===== config.mk =====
export PLATFORM = sky130hd
export DESIGN_NAME = keyed_write_guard
export DESIGN_NICKNAME = d
export VERILOG_FILES = /design/src/rtl/wguard_pkg.sv /design/src/rtl/wguard_rst_sync.sv /design/src/rtl/wguard_decode.sv /design/src/rtl/wguard_key_fsm.sv /design/src/rtl/keyed_write_guard.sv
export SDC_FILE = /design/constraint.sdc
export NUM_CORES = 1
export LEC_CHECK = 0
export ABC_CLOCK_PERIOD_IN_PS = 2400
export BUFFER_PORTS_ARGS = -buffer_cell sky130_fd_sc_hd__buf_2
export CAP_MARGIN = 20
export CORE_AREA = 4 4 41 43
export DETAILED_ROUTE_END_ITERATION = 8
export DIE_AREA = 0 0 45 47
export PLACE_DENSITY_LB_ADDON = 0.25
export SLEW_MARGIN = 20
export SYNTH_ARGS = -nofsm -noshare
export SYNTH_HDL_FRONTEND = slang
export SYNTH_HIERARCHICAL = 1
export SYNTH_SLANG_ARGS = --single-unit

===== constraint.sdc =====
create_clock -name clk -period 2.4 [get_ports clk]
set_clock_uncertainty 0.05 [all_clocks]
set_input_delay 0.72 -clock clk [delete_from_list [all_inputs] [get_ports clk]]
set_output_delay 0.72 -clock clk [all_outputs]
set_load 0.01 [all_outputs]

===== src/rtl/wguard_pkg.sv =====
package wguard_pkg;

  // Key acceptance progress for one region.
  typedef enum logic [1:0] {
    KS_IDLE = 2'd0,  // waiting for the first key
    KS_HALF = 2'd1,  // first key accepted, waiting for the second
    KS_OPEN = 2'd2,  // region writable
    KS_DEAD = 2'd3   // terminal lockout until reset
  } key_state_e;

endpackage


===== src/rtl/wguard_rst_sync.sv =====
module wguard_rst_sync #(
  parameter int STAGES = 2
) (
  input  logic clk,
  input  logic rst_n,
  output logic rst_n_sync
);
  logic [STAGES-1:0] chain_q;

  always_ff @(posedge clk or negedge rst_n) begin
    if (!rst_n) chain_q <= '0;
    else        chain_q <= {chain_q[STAGES-2:0], 1'b1};
  end

  assign rst_n_sync = chain_q[STAGES-1];
endmodule


===== src/rtl/wguard_decode.sv =====
module wguard_decode #(
  parameter int          ADDR_W   = 4,
  parameter int          DATA_W   = 8,
  parameter logic [ADDR_W-1:0] OFS_PKEY = 4'h0,
  parameter logic [ADDR_W-1:0] OFS_DKEY = 4'h1,
  parameter logic [ADDR_W-1:0] OFS_STAT = 4'h2,
  parameter int          PROG_BIT = 0,
  parameter int          DATA_BIT = 1
) (
  input  logic              bus_wr,
  input  logic [ADDR_W-1:0] bus_addr,
  input  logic [DATA_W-1:0] bus_wdata,
  output logic [1:0]        key_wr,
  output logic [1:0]        relock
);
  logic stat_wr;

  always_comb begin
    stat_wr   = bus_wr && (bus_addr == OFS_STAT);
    key_wr[0] = bus_wr && (bus_addr == OFS_PKEY);
    key_wr[1] = bus_wr && (bus_addr == OFS_DKEY);
    relock[0] = stat_wr && !bus_wdata[PROG_BIT];
    relock[1] = stat_wr && !bus_wdata[DATA_BIT];
  end
endmodule


===== src/rtl/wguard_key_fsm.sv =====
module wguard_key_fsm
  import wguard_pkg::*;
#(
  parameter int                DATA_W      = 8,
  parameter logic [DATA_W-1:0] FIRST_KEY   = 8'h56,
  parameter logic [DATA_W-1:0] SECOND_KEY  = 8'hAE,
  parameter bit                RETRY_FIRST = 1'b0
) (
  input  logic              clk,
  input  logic              rst_n,
  input  logic              key_wr,
  input  logic [DATA_W-1:0] key_val,
  input  logic              relock,
  output logic              unlocked
);
  key_state_e state_q, state_d;
  logic       state_en;

  always_comb begin
    state_d = state_q;
    unique case (state_q)
      KS_IDLE: if (key_wr) begin
        if (key_val == FIRST_KEY) state_d = KS_HALF;
        else if (!RETRY_FIRST)    state_d = KS_DEAD;
      end
      KS_HALF: if (key_wr) begin
        state_d = (key_val == SECOND_KEY) ? KS_OPEN : KS_DEAD;
      end
      KS_OPEN: if (relock) state_d = KS_IDLE;
      KS_DEAD: state_d = KS_DEAD;
      default: state_d = KS_DEAD;
    endcase
    state_en = (state_d != state_q);
  end

  always_ff @(posedge clk or negedge rst_n) begin
    if (!rst_n)        state_q <= KS_IDLE;
    else if (state_en) state_q <= state_d;
  end

  assign unlocked = (state_q == KS_OPEN);
endmodule


===== src/rtl/keyed_write_guard.sv =====
module keyed_write_guard #(
  parameter int                ADDR_W     = 4,
  parameter int                DATA_W     = 8,
  parameter logic [DATA_W-1:0] KEY_LO     = 8'h56,
  parameter logic [DATA_W-1:0] KEY_HI     = 8'hAE,
  parameter logic [ADDR_W-1:0] OFS_PKEY   = 4'h0,
  parameter logic [ADDR_W-1:0] OFS_DKEY   = 4'h1,
  parameter logic [ADDR_W-1:0] OFS_STAT   = 4'h2,
  parameter int                PROG_BIT   = 0,
  parameter int                DATA_BIT   = 1,
  parameter int                SYNC_STAGES = 2
) (
  input  logic              clk,
  input  logic              rst_n,
  input  logic              bus_wr,
  input  logic [ADDR_W-1:0] bus_addr,
  input  logic [DATA_W-1:0] bus_wdata,
  output logic [DATA_W-1:0] bus_rdata,
  output logic              prog_wr_en,
  output logic              data_wr_en
);
  localparam int NREG = 2;
  // Region 0 = program memory, region 1 = data memory.
  localparam logic [NREG*DATA_W-1:0] FIRST_TBL  = {KEY_HI, KEY_LO};
  localparam logic [NREG*DATA_W-1:0] SECOND_TBL = {KEY_LO, KEY_HI};
  localparam logic [NREG-1:0]        RETRY_TBL  = 2'b10;

  logic            core_rst_n;
  logic [NREG-1:0] key_wr;
  logic [NREG-1:0] relock;
  logic [NREG-1:0] unlocked;

  wguard_rst_sync #(.STAGES(SYNC_STAGES)) u_rst (
    .clk        (clk),
    .rst_n      (rst_n),
    .rst_n_sync (core_rst_n)
  );

  wguard_decode #(
    .ADDR_W   (ADDR_W),
    .DATA_W   (DATA_W),
    .OFS_PKEY (OFS_PKEY),
    .OFS_DKEY (OFS_DKEY),
    .OFS_STAT (OFS_STAT),
    .PROG_BIT (PROG_BIT),
    .DATA_BIT (DATA_BIT)
  ) u_dec (
    .bus_wr    (bus_wr),
    .bus_addr  (bus_addr),
    .bus_wdata (bus_wdata),
    .key_wr    (key_wr),
    .relock    (relock)
  );

  for (genvar g = 0; g < NREG; g++) begin : g_region
    wguard_key_fsm #(
      .DATA_W      (DATA_W),
      .FIRST_KEY   (FIRST_TBL[g*DATA_W +: DATA_W]),
      .SECOND_KEY  (SECOND_TBL[g*DATA_W +: DATA_W]),
      .RETRY_FIRST (RETRY_TBL[g])
    ) u_fsm (
      .clk      (clk),
      .rst_n    (core_rst_n),
      .key_wr   (key_wr[g]),
      .key_val  (bus_wdata),
      .relock   (relock[g]),
      .unlocked (unlocked[g])
    );
  end

  assign prog_wr_en = unlocked[0];
  assign data_wr_en = unlocked[1];

  // Key registers hold nothing, so they read as zero.
  always_comb begin
    bus_rdata = '0;
    if (bus_addr == OFS_STAT) begin
      bus_rdata[PROG_BIT] = unlocked[0];
      bus_rdata[DATA_BIT] = unlocked[1];
    end
  end
endmodule


==> summary.md, run 1 <==
| Metric | Value |
|---|---|
| Run status | finished clean |
| Vias | 390 |
| Part of the power in registers | 0.443 |
| Skew-Pair Late Insertion Delay | roughly 0.23 ns |
| Leading area contributor after synthesis | dfrtp_1 |
| Slowest cell on crit path | nor4b_2 |
| Delay of the slowest critical-path stage | roughly 0.28 ns |
| Fin crit share | 0.900 |
| Total global routing overflow | 0 |
| Sequential cell area fraction in the yosys report | 0.341 |
| Antenna diodes | 0 |
| Path depth of the worst reg2reg path | 3 |
| Die W | approximately 45 µm |
| Post-route core utilization | 0.425 |
| Crit-path leading delay family | simple AND/OR/NAND/NOR gates |
| Area delta synth->final | 25.6% |
| Hold Path Class | reg -> async |
| Vias in the first global route | roughly 350 |
| R2R Setup Slk | about 1.1 ns |
| Remaining DRCs | 0 |
| Hold_buf cts | 0 |
| Global Route Usage Sum | 0.0876 |
| CP max FO | 4 |
| Fmax achieved | between 0.4 and 0.5 GHz |
| DR pass1 iterations | 4 |
| Sw frac | 0.286 |
| Max Cap Violations | 0 |
| Top cells by area, synth | dfrtp_1, buf_4, nand4b_4 |
| Die area | 2120 µm² |
| Crit. End Element | primary output |
| Routed len/inst | roughly 11 µm |
| Net Sw Power | around 0.000085 W |
| Clock share of power | 0.288 |
| Final hold vios | 0 |
| Fin crit period | about 2.2 ns |
| First-pass GRT wire length | 1320 µm |
| CTS Buf Count | 3 |
| Library cells used by synthesis | 24 |
| WP data required | ~1.6 ns |
| Layout cells sized above 1 | 0.400 |
| Reg2reg end | g_region[1].u_fsm/state_q[0] |
| Endpoints failing setup | 0 |
| Clock Tree Root | clkbuf_4 |
| Largest net degree at the start of global routing | 5 |
| Total power density per cell area | around 530 nW/µm² |
| Max-slew violation count | 0 |
| RSZ-0062 raised after global routing | false |
| Placer congestion estimate | about 0.67 |
| Layout Nets | 82 |
| CTS tree | built |
| Setup TNS | 0 ns |
| Core area | 1300 µm² |
| Starting density of the core | 0.338 |
| Stages on worst setup path | 4 |
| Ys Warns | 6 |
| Synth Cell Area | roughly 440 µm² |
| Clock sink count | 6 |
| FF-to-FF Start | g_region[1].u_fsm/state_q[1] |
| Routed Antenna Nets | 0 |
| Clk pin slew, worst setup/hold paths | ~0.040 ns |
| # placed instances | a little under 80 |
| Die Y | between 40 and 50 µm |
| Final non-filler cell total | 80 |
| CTS H-Tree Depth | 1 |
| Startpoint types | input port |
| I/O pin total | 25 |
| Gate Count Post-Synth | 44 |
| Yosys top cell area share | 0.341 |
| Post-DP HPWL | between 700 and 800 µm |
| Clock buffer depth | 2 |
| Post-DR vias/cell | approximately 5 |
| Setup Crit Path Kind | in -> out |
| Drt total wl | a little under 900 µm |
| Post-CTS Setup Bufs | 0 |
| Gate power share | 0.270 |
| Flops & latches, synth | 6 |
| Avg Inst Size Synth | about 10 µm² |
| CP bufs+invs | 2 |
| 1st-iter DRT viols | 10 |
| LEAKAGE | around 0.28 nW |
| Crit path top cell by count | buf_2 |
| VDD IR max | around 0.25 mV |
| Internal power | approximately 0.00021 W |
| Post-CTS sizing | 0 |
| Initial antenna violation count | 0 |
| Fillers | 150 |
| IO Port Bufs | 18 |
| Crit path DAT | approximately 1.4 ns |
| Critical-path cell list | buf_2 > nor4b_2 > and2_1 > buf_2 |
| Row cnt | 13 |
==> per-stage QoR <==
stage	total power [W]	hold WS, ns	area, µm²	worst slack (ns)
after floorplan	0.000180	-0.00971	459	0.212
after detailed placement	0.000213	0.00537	531	0.0256
after CTS	0.000303	0.00723	553	0.215
final	0.000295	0.000179	553	0.239
after global placement	0.000212	0.00656	531	0.0567
after global routing	0.000318	0.0227	553	0.160
==> kinds of logic (layout without fill, tap and decap cells) <==
family	Yosys count	count (layout)	synth area share
AND/OR/NAND/NOR	22	22	0.415
AO/OA/AOI/OAI	7	7	0.116
buffers and inverters	7	23	0.111
flip-flops	6	6	0.341
other	2	7	0.0171
==> per-layer routing <==
layer | part of all wire | GRT usage | routed length, µm | vias to the layer above
met3 | 0.13 | 0.0268 | 112 | 0
li1 | - | - | - | 193
met4 | 0 | 0.0526 | 0 | 0
met1 | 0.40 | 0.103 | 352 | 178
met2 | 0.47 | 0.141 | 420 | 19
met5 | 0 | 0 | 0 | -
==> placed cells by master (no fill, tap or decap), types with 2 or more instances in the layout <==
cell type and count:
a31oi_1 2, and2_1 2, buf_2 18, clkbuf_4 3, conb_1 7, dfrtp_1 6, nor2_1 3, nor2b_1 2
nor3_1 3, nor4bb_1 2, o21ai_0 2
==> power groups by stage <==
stage	combinational (W)	clock [W]	sequential, W
global route	0.0000885	0.0000969	0.000133
global placement	0.0000797	0	0.000132
CTS	0.0000809	0.0000910	0.000131
detailed placement	0.0000806	0	0.000132
finish	0.0000797	0.0000850	0.000131
floorplan	0.0000520	0	0.000128
==> worst max path at each step <==
stage | endpoint | start | slack, ns
after floorplan | g_region[1].u_fsm/state_q[0] | bus_addr[3] | 0.21
after global placement | g_region[1].u_fsm/state_q[0] | bus_addr[3] | 0.06
after detailed placement | g_region[1].u_fsm/state_q[0] | bus_addr[3] | 0.03
after CTS | bus_rdata[1] | bus_addr[0] | 0.21
after global routing | bus_rdata[1] | bus_addr[0] | 0.16
final | bus_rdata[1] | bus_addr[0] | 0.24
==> registers in the layout, summed over array words and instances, names as in the netlist <==
register,flops
u_rst/chain_q,2
g_region.u_fsm/state_q,4
==> cells in the mapped netlist <==
cell type and count:
a31o_1 1, a31oi_1 2, and2_1 2, and3_1 1
and3b_1 1, buf_4 6, conb_1 2, dfrtp_1 6
inv_1 1, nand2b_1 1, nand4b_4 1, nand4bb_1 1
nor2_1 3, nor2b_1 2, nor3_1 3, nor3b_1 1
nor3b_2 1, nor4b_1 1, nor4b_2 1, nor4bb_1 2
o21ai_0 2, o2bb2ai_1 1, o41a_1 1, or3b_4 1
==> worst register-to-register path, cell delays in order (launching register included) <==
cell      delay (ns)
dfrtp_1         0.38
nand4b_4        0.17
o41a_1          0.37
a31o_1          0.18
==> cell type report <==
class                      count  area (µm²)  share of cell area
multi-input combinational     36         260               0.471
sequential                     6         150               0.271
timing repair buffer          19        97.6               0.176
clock buffer                   3        22.5              0.0407
tap                           15        18.8              0.0339
inverter                       1        3.75             0.00679
Note: power is estimated with default switching activity, not from simulation.
==> inputs of run 2 (changes only) <==
--- a/config.mk
+++ b/config.mk
@@ -6,10 +6,11 @@
 export NUM_CORES = 1
 export LEC_CHECK = 0
-export ABC_CLOCK_PERIOD_IN_PS = 2400
+export ABC_AREA = 1
+export ABC_CLOCK_PERIOD_IN_PS = 2500
 export BUFFER_PORTS_ARGS = -buffer_cell sky130_fd_sc_hd__buf_2
 export CAP_MARGIN = 20
-export CORE_AREA = 4 4 41 43
+export CORE_MARGIN = 4
+export CORE_UTILIZATION = 40
 export DETAILED_ROUTE_END_ITERATION = 8
-export DIE_AREA = 0 0 45 47
 export PLACE_DENSITY_LB_ADDON = 0.25
 export SLEW_MARGIN = 20
==> constraint.sdc (replaced) <==
create_clock -name clk -period 2.5 [get_ports clk]
set_clock_uncertainty 0.05 [all_clocks]
set_input_delay 0.75 -clock clk [delete_from_list [all_inputs] [get_ports clk]]
set_output_delay 0.75 -clock clk [all_outputs]
set_load 0.05 [all_outputs]
==> summary.md, run 2 <==
| Metric | Value |
|---|---|
| Skew-Pair Late Insertion Delay | around 0.24 ns |
| Sequential cell area fraction in the yosys report | 0.289 |
| Synth Cell Area | 519 µm² |
| Placer congestion estimate | ~0.77 |
| Row cnt | 12 |
| Ys Warns | 6 |
| Max Cap Violations | 0 |
| Clock Tree Root | clkbuf_4 |
| Max-slew violation count | 0 |
| Fin crit share | 0.864 |
| Number of synthesized flops with an enable pin | 0 |
| Fin crit period | 2.16 ns |
| Initial antenna violation count | 0 |
| FFs w/ async S/R, synth | 1.00 |
| Vias in the first global route | about 460 |
| Fillers | 110 |
| Gate Count Post-Synth | between 80 and 90 |
| Routed len/inst | 8.29 µm |
| Most numerous cell in the Yosys netlist | nand2_1 |
| CTS Buf Count | 3 |
| LEAKAGE | 0.384 nW |
| RSZ-0062 raised after global routing | false |
| Starting density of the core | 0.443 |
| Setup TNS | 0 ns |
| Part of the power in registers | 0.387 |
| Drt total wl | between 1000 and 1500 µm |
| Area delta synth->final | 21.0% |
| Fin Hold WS | about 0.022 ns |
| Crit. End Element | primary output |
| Avg Inst Size Synth | approximately 5.8 µm² |
| Leading area contributor after synthesis | dfrtp_1 |
| Commonest cells after routing, fill and taps aside | nand2_1, inv_1, buf_2 |
| Max reg flops | 4 |
| Ys flop type | dfrtp_1 |
| CTS H-Tree Depth | 1 |
| Post-DP HPWL | around 900 µm |
| Top Registers | g_region.u_fsm/state_q (4), u_rst/chain_q (2) |
| 1st-iter DRT viols | 11 |
| Most flop-heavy register | g_region.u_fsm/state_q |
| Path depth of the worst reg2reg path | 6 |
| Internal power | between 0.00015 and 0.0002 W |
| Core area | between 1000 and 1500 µm² |
| Global Route Usage Sum | 0.120 |
| List of most frequent post-synthesis cells | nand2_1, inv_1, nor2_1 |
| Gate power share | 0.336 |
| Vias | roughly 500 |
| I/O pin total | 25 |
| Total global routing overflow | 0 |
| WP data required | between 1.5 and 2 ns |
| Remaining DRCs | 0 |
| Flops & latches, synth | 6 |
| Met3 Use GR | 0.0366 |
| Met2 GRT Util | 0.195 |
| Met1 Usage GRT | 0.152 |
| Post-DR vias/cell | 4.10 |
| IO Port Bufs | 18 |
| Delay of the slowest critical-path stage | 0.26 ns |
| Startpoint types | input port |
| GRT busiest layer | met2 |
| Clk pin slew, worst setup/hold paths | ~0.04 ns |
| Storage cell area | roughly 150 µm² |
| Post-CTS Setup Bufs | 0 |
| Slowest cell on crit path | buf_2 |
| Hold Path Class | reg -> async |
| Fmax achieved | about 0.46 GHz |
| Largest net degree at the start of global routing | 5 |
| Run status | finished clean |
| VDD IR max | roughly 0.26 mV |
| Most common cell after layout, fill and taps aside | nand2_1 |
| Total power density per cell area | between 400 and 500 nW/µm² |
| Crit path DAT | 1.36 ns |
| Antenna diodes | 0 |
| Critical-path cell list | buf_2 > nor2_1 > nand2_1 > nor2_1 > buf_2 |
| Yosys top cell area share | 0.289 |
| Hold_buf cts | 0 |
| Area of the multi-input gates | about 270 µm² |
| Die W | 44.0 µm |
| Net Sw Power | 0.000120 W |
| Sw frac | 0.386 |
| Library cells used by synthesis | 15 |
| First-pass GRT wire length | 1760 µm |
| DR pass1 iterations | 4 |
| Setup Crit Path Kind | in -> out |
| Clock buffer depth | 2 |
| Clock share of power | 0.277 |
| Post-route core utilization | 0.536 |
| Die Y | ~44 µm |
| Layout Nets | 126 |
| Top cells by area, synth | dfrtp_1, nand2_1, inv_1 |
| CTS tree | built |
| Layout cells sized above 1 | 0.303 |
| Endpoints failing setup | 0 |
| Final hold vios | 0 |
| Die area | approximately 1900 µm² |
| Clock sink count | 6 |
| Routed Antenna Nets | 0 |
| Post-CTS sizing | 0 |
| CP max FO | 3 |
==> run 2: logic make-up after synthesis <==
group / Yosys count / synth area share
simple gates: 49 / 0.402
flops: 6 / 0.289
buf+inv: 28 / 0.246
compound gates: 4 / 0.0482
other cells: 2 / 0.0145
==> run 2: layer usage <==
| layer | part of all wire | vias up | wire, µm |
|---|---|---|---|
| met5 | 0 | - | 0 |
| met4 | 0 | 0 | 0 |
| met3 | 0.067 | 0 | 68 |
| met2 | 0.47 | 16 | 482 |
| met1 | 0.46 | 206 | 469 |
| li1 | - | 282 | - |
==> run 2: path summary, 6_finish.rpt <==
path,from,to,slack (ns)
setup / recovery,bus_addr[0],bus_rdata[0],0.34
hold / removal,u_rst/chain_q[1],g_region[1].u_fsm/state_q[1],0.02
setup reg to reg,g_region[1].u_fsm/state_q[1],g_region[1].u_fsm/state_q[0],1.54
hold reg to reg,u_rst/chain_q[1],g_region[1].u_fsm/state_q[1],0.02
max in group asynchronous,rst_n,u_rst/chain_q[0],2.06
min in group clk,u_rst/chain_q[0],u_rst/chain_q[1],0.30
==> run 2: area by class of cell <==
| cell class | instances | share of cell area |
|---|---|---|
| repair buffers | 18 | 0.143 |
| flip-flops and latches | 6 | 0.239 |
| well taps | 14 | 0.0279 |
| clock buffers | 3 | 0.0359 |
| inverters | 22 | 0.131 |
| multi-input cells | 60 | 0.422 |
==> run 2: critical path, delay by kind of cell <==
kind	cells	cell delay, ns
simple gates	3	0.24
buf+inv	2	0.37
==> run 2: metrics by stage <==
step	cells	worst slack [ns]	area (µm²)	power (W)
final	123	0.340	628	0.000311
after global routing	123	0.270	628	0.000338
after CTS	123	0.332	628	0.000316
after detailed placement	120	0.335	606	0.000226
after global placement	120	0.334	606	0.000223
after floorplan	94	0.0824	543	0.000203
==> run 2: power by group through the flow <==
stage / registers, W / logic, W / clock network [W]
final: 0.000120 / 0.000105 / 0.0000861
after global routing: 0.000122 / 0.000115 / 0.000101
after CTS: 0.000120 / 0.000105 / 0.0000910
after detailed placement: 0.000122 / 0.000105 / 0
after global placement: 0.000121 / 0.000102 / 0
after floorplan: 0.000119 / 0.0000841 / 0
